`src/rtl/dptr_pair.sv`:
```
module dptr_pair #(
  parameter logic [7:0] LO0_ADDR = 8'h82,
  parameter logic [7:0] HI0_ADDR = 8'h83,
  parameter logic [7:0] LO1_ADDR = 8'h84,
  parameter logic [7:0] HI1_ADDR = 8'h85,
  parameter logic [7:0] SEL_ADDR = 8'h86,
  parameter int         NPTR     = 2
) (
  input  logic        clk,
  input  logic        rst_n,
  input  logic [7:0]  sfr_addr,
  input  logic [7:0]  sfr_wdata,
  input  logic        sfr_we,
  output logic [7:0]  sfr_rdata,
  input  logic        ptr_inc,
  input  logic        ptr_dec,
  output logic [15:0] ptr_addr
);
  localparam int SW = (NPTR > 1) ? $clog2(NPTR) : 1;

  logic [15:0] ptr [NPTR];
  logic [SW-1:0] sel;

  wire step = ptr_inc ^ ptr_dec;

  for (genvar g = 0; g < NPTR; g++) begin : g_ptr
    localparam logic [7:0] LA = (g == 0) ? LO0_ADDR : LO1_ADDR;
    localparam logic [7:0] HA = (g == 0) ? HI0_ADDR : HI1_ADDR;
    wire wr_lo = sfr_we && (sfr_addr == LA);
    wire wr_hi = sfr_we && (sfr_addr == HA);
    wire act   = (sel == SW'(g));
    wire [15:0] nxt = ptr_inc ? ptr[g] + 16'd1 : ptr[g] - 16'd1;

    always_ff @(posedge clk) begin
      if (!rst_n) begin
        ptr[g] <= '0;
      end else if (wr_lo || wr_hi) begin
        if (wr_lo) ptr[g][7:0]  <= sfr_wdata;
        if (wr_hi) ptr[g][15:8] <= sfr_wdata;
      end else if (act && step) begin
        ptr[g] <= nxt;
      end
    end
  end

  always_ff @(posedge clk) begin
    if (!rst_n) sel <= '0;
    else if (sfr_we && sfr_addr == SEL_ADDR) sel <= sfr_wdata[SW-1:0];
  end

  assign ptr_addr = ptr[sel];

  always_comb begin
    unique case (sfr_addr)
      LO0_ADDR: sfr_rdata = ptr[0][7:0];
      HI0_ADDR: sfr_rdata = ptr[0][15:8];
      LO1_ADDR: sfr_rdata = ptr[1][7:0];
      HI1_ADDR: sfr_rdata = ptr[1][15:8];
      SEL_ADDR: sfr_rdata = 8'(sel);
      default:  sfr_rdata = 8'h00;
    endcase
  end
endmodule

```
`config.mk`:
```
export PLATFORM = sky130hd
export DESIGN_NAME = dptr_pair
export DESIGN_NICKNAME = d
export VERILOG_FILES = /design/src/rtl/dptr_pair.sv
export SDC_FILE = /design/constraint.sdc
export NUM_CORES = 1
export LEC_CHECK = 0
export BUFFER_PORTS_ARGS = -buffer_cell sky130_fd_sc_hd__buf_2
export CAP_MARGIN = 10
export CORE_MARGIN = 2
export CORE_UTILIZATION = 40
export CTS_CLUSTER_DIAMETER = 200
export DETAILED_ROUTE_END_ITERATION = 8
export SKIP_CTS_REPAIR_TIMING = 1
export SLEW_MARGIN = 25
export SYNTH_ARGS = -nofsm -noshare
export SYNTH_HDL_FRONTEND = slang
export SYNTH_SLANG_ARGS = --single-unit
```
`constraint.sdc`:
```
create_clock -name clk -period 2.9 [get_ports clk]
set_clock_uncertainty 0.2 [all_clocks]
set_input_delay 0.58 -clock clk [delete_from_list [all_inputs] [get_ports clk]]
set_output_delay 0.58 -clock clk [all_outputs]
set_load 0.005 [all_outputs]
```
### After elaboration in Yosys (flattened, before gate mapping)

Memories as Yosys holds them, arrays and structs flattened. A register that Yosys moved wholly into a read port is not among the register bits.
Index checks and enable logic that the tools add are counted.

* register bits after elaboration: 1
* bits in writable memories: 32
* input port bits: 21
* output and inout port bits: 24
* logic and storage cells: 68
* memories kept: 1

* $add $sub $neg: 4
* equal/unequal tests: 5
* mux-type cells: 38
* bitwise logic cells: 10
* reductions and logical operators: 9

Memory list
* ptr: words 2, bits a word 16, rd ports 3, clocked after memory_dff 1, write ports 2, RTL line 21 `logic [15:0] ptr [NPTR];`

Operators with widths (count)
* $mux 8: 8
* $eq 8x8->1 const B: 5
* $pmux 8 s5: 1
* $add 16x1->16 const B: 2
* $mux 16: 2
* $sub 16x1->16 const B: 2
* $mux 1: 27
* $or 1x1->1: 8
* $logic_and 1x1->1: 7
* $logic_or 1x1->1: 2
* $not 1->1: 1
* $xor 1x1->1: 1

### Logic depth before layout (Yosys ltp)

* word-level depth: 8
* gate-level depth with buffers: 9
* gate-level depth less buffers: 8

### Least setup slack after synthesis

No wires, ideal clock.

* path type: input to register
* start point: input ptr_inc
* end point: memory ptr[0][15], data pin
* setup time: 0.267 ns
* arrival: 2.569 ns
* setup slack: -0.137 ns
* stages: 9
* buffers on the path: 1
* cell sequence: inv_1 ha_1 clkbuf_1 a21oi_1 o21a_1 o22ai_1 or3b_1 xnor2_1 o21ai_0

RTL lines
* start, declared: RTL line 15 `input logic ptr_inc,`
* end, declared: RTL line 21

### Worst setup path in the final report

* start point: input sfr_addr[3]
* end point: output sfr_rdata[1]

* word-level cells in the longest chain between the ends: 2

RTL lines
* start, declared: RTL line 11 `input logic [7:0] sfr_addr,`
* $eq 8x8->1: RTL line 54 `unique case (sfr_addr)`
* $pmux 8 s5 (*): RTL line 54
* end, declared: RTL line 14 `output logic [7:0] sfr_rdata,`

Mark *: on every way between the ends. The rest lies on a longest branch, timed or not.

==> flow_metrics.env <==
export IMPL_synth_common_cells="67 x nand2_1, 42 x o21ai_0, 32 x edfxtp_1, 28 x ha_1, 23 x a21oi_1"
export IMPL_avgRoutedWirePerCell_um=18.1
export IMPL_drtIter0Drc=245
export IMPL_synth_area_leaders="edfxtp_1 29%, ha_1 10%, nand2_1 7.5%"
export IMPL_cp_start_kind="input pin"
export IMPL_antenna_found_initial=0
export IMPL_num_antenna_cells=0
export IMPL_total_power_mw=1.72
export IMPL_path_common_cell="buf_2"
export IMPL_grt_pass1_vias=3172
export IMPL_die_w_um=95.4
export IMPL_yosysWarnings=0
export IMPL_cp_max_fo=9
export IMPL_multiInputGateArea_mm2=0.00227
export IMPL_cts_tree="yes"
export IMPL_leakagePower_nw=1.85
export IMPL_gp_congestion=0.921
export IMPL_initial_core_util_pct=40.9
export IMPL_hold_viol=0
export IMPL_cts_buffers=5
export IMPL_die_area_mm2=0.00910
export IMPL_max_slew_margin_pct=49.0
export IMPL_firstDrtPassIters=6
export IMPL_die_y_um=95.4
export IMPL_fin_cells=583
export IMPL_vias=3306
export IMPL_final_max_slew_viol_count=0
export IMPL_synthArstFlopShare_pct=0
export IMPL_yosys_most_used_dff="edfxtp_1"
export IMPL_syn_instance_count=371
export IMPL_critical_path_max_stage_delay_ns=0.45
export IMPL_period_needed_ns=2.74
export IMPL_rsz0062_at_grt="false"
export IMPL_htreeDepth=2
export IMPL_cp_cell_sequence="buf_2 -> nor4_4 -> nand4b_4 -> nor2_2 -> buf_4 -> a222oi_1 -> nand2_1 -> buf_2"
export IMPL_synth_avg_cell_area_um2=9.01
export IMPL_critical_path_arrival_ns=1.96
export IMPL_synth_net_count=422
export IMPL_switching_power_uw=599
export IMPL_synth_edf_count=32
export IMPL_grt_overflow_total=0
export IMPL_max_freq_mhz=365
export IMPL_clock_latency_ns=0.29
export IMPL_comb_power_share_pct=40.4
export IMPL_root_buffer="clkbuf_8"
export IMPL_seq_area_mm2=0.00100
export IMPL_swShare_pct=34.9
export IMPL_power_density_mw_per_mm2=402
export IMPL_ant_nets=0
export IMPL_post_route_util_pct=52.2
export IMPL_crit_slowest_cell="nor4_4"
export IMPL_clkPwrFrac_pct=22.0
export IMPL_synth_top_area_cell="edfxtp_1"
export IMPL_syn_to_final_growth_pct=27.6
export IMPL_tightestPinTransition_ns=0.764
export IMPL_cts_sinks=34
export IMPL_clk_path_buf_depth=2
export IMPL_holdCritPathClass="reg2reg"
export IMPL_port_buffer_count=44
export IMPL_irDropWorstVdd_uv=233
export IMPL_syn_cell_area_mm2=0.00334
export IMPL_power_frac_seq_pct=37.6
export IMPL_dp_hpwl_um=8370
export IMPL_final_period_utilization_pct=94.4
export IMPL_drv_cap=0
export IMPL_drive_above_1_share_pct=30.1
export IMPL_nets=528
export IMPL_rows=33
export IMPL_grt_max_degree=21
export IMPL_worstPathRequired_ns=2.12
export IMPL_vias_per_cell=5.67
export IMPL_drc_errors=0
export IMPL_grt_first_pass_wirelength_um=16700
export IMPL_dpl_cell_area_mm2=0.00416
export IMPL_yosysMostFrequentCell="nand2_1"
export IMPL_num_io_pins=45
export IMPL_end_kind="output pin"
export IMPL_nFillCells=785
export IMPL_grt_total_usage_pct=24.3
export IMPL_clk_pin_slew_ns=0.07
export IMPL_ys_seq_elements=34
export IMPL_crit_type="in2out"
export IMPL_p_int_mw=1.12
export IMPL_ys_types=49
export IMPL_dpl_cell_count=575
export IMPL_status="finished clean"
export IMPL_final_cell_area_mm2=0.00426
export IMPL_ys_seq_area_share_pct=30.0
export IMPL_routed_wl_um=10600
export IMPL_setup_viol=0
export IMPL_core_mm2=0.00818
export IMPL_synth_top_area_share_pct=28.8
[cells in the final DEF (no fill, tap or decap), types with 4 or more instances in the layout]
master	Yosys	layout
o21a_1	6	6
inv_1	10	9
nand2b_1	5	5
nand2_1	67	67
a222oi_1	8	8
xor2_1	13	13
buf_4	1	62
nand3_1	7	7
ha_1	28	28
edfxtp_1	32	32
o21bai_1	5	5
a21o_1	5	5
o31ai_1	7	7
o211ai_1	4	4
nor4_4	5	5
nor2_1	15	15
buf_2	2	44
xnor2_1	11	11
a21oi_1	23	23
mux2_2	14	14
clkbuf_8	0	6
a211oi_1	5	5
o21ai_0	42	42
nor3_1	7	7
nand4_1	6	6
[stage by stage]
stage | TNS (ns) | setup slack (ns) | hold slack (ns)
after floorplan | -0.0138 | -0.0138 | 0.350
after detailed placement | -0.253 | -0.0890 | 0.428
after global placement | -0.190 | -0.0703 | 0.415
after global routing | 0 | 0.0205 | 0.486
final | 0 | 0.164 | 0.440
after CTS | 0 | 0.0796 | 0.445
[power groups by stage]
stage | clock network, mW | registers (mW) | logic (mW)
floorplan | 0 | 0.626 | 0.409
global placement | 0 | 0.654 | 0.679
detailed placement | 0 | 0.655 | 0.688
CTS | 0.384 | 0.643 | 0.693
global route | 0.405 | 0.649 | 0.766
finish | 0.377 | 0.646 | 0.693
[registers in the layout, indices dropped and copies added (netlist names), named ones only]
| name | cells |
|---|---|
| g_ptr.act | 1 |
| ptr | 32 |
[routing by layer]
metal	routed length (um)	vias to the layer above	share of wire (%)	GRT usage (%)
met2	4700	149	44	38.5
met1	4790	1511	45	34.3
li1	-	1630	-	-
met3	906	16	8.6	5.22
met5	0	-	0	0
met4	160	0	1.5	4.76
[cell families after synthesis]
group                    share of synthesized area [%]
XOR/XNOR                                          6.29
multiplexers                                      5.32
buffers and inverters                             2.43
flip-flops                                        30.0
AO/OA/AOI/OAI                                     23.4
adder cells (fa/ha/maj)                           11.7
AND/OR/NAND/NOR                                   20.9
[critical path: cells and delay by family]
kind	cells	cell delay [ns]
AND/OR/NAND/NOR	4	0.87
buffers and inverters	3	0.40
AO/OA/AOI/OAI	1	0.11
[layout make-up]
type | instances | share of cell area (%)
Multi-Input combinational cell | 317 | 53.2
Timing Repair Buffer | 108 | 17.0
Inverter | 11 | 1.06
Clock inverter | 1 | 0.117
Sequential cell | 34 | 23.5
Clock buffer | 7 | 2.02
Tap cell | 105 | 3.08
[worst paths after layout]
| check | start | endpoint | slack (ns) | depth (start not counted) |
|---|---|---|---|---|
| max | sfr_addr[3] | sfr_rdata[1] | 0.16 | 8 |
| min reg2reg | g_ptr[1].act | flip-flop | 0.44 | 2 |
| max reg2reg | ptr[0][1] | ptr[0][14] | 0.40 | 8 |
| min | g_ptr[1].act | flip-flop | 0.44 | 2 |
(Power assumes the default switching activity.)
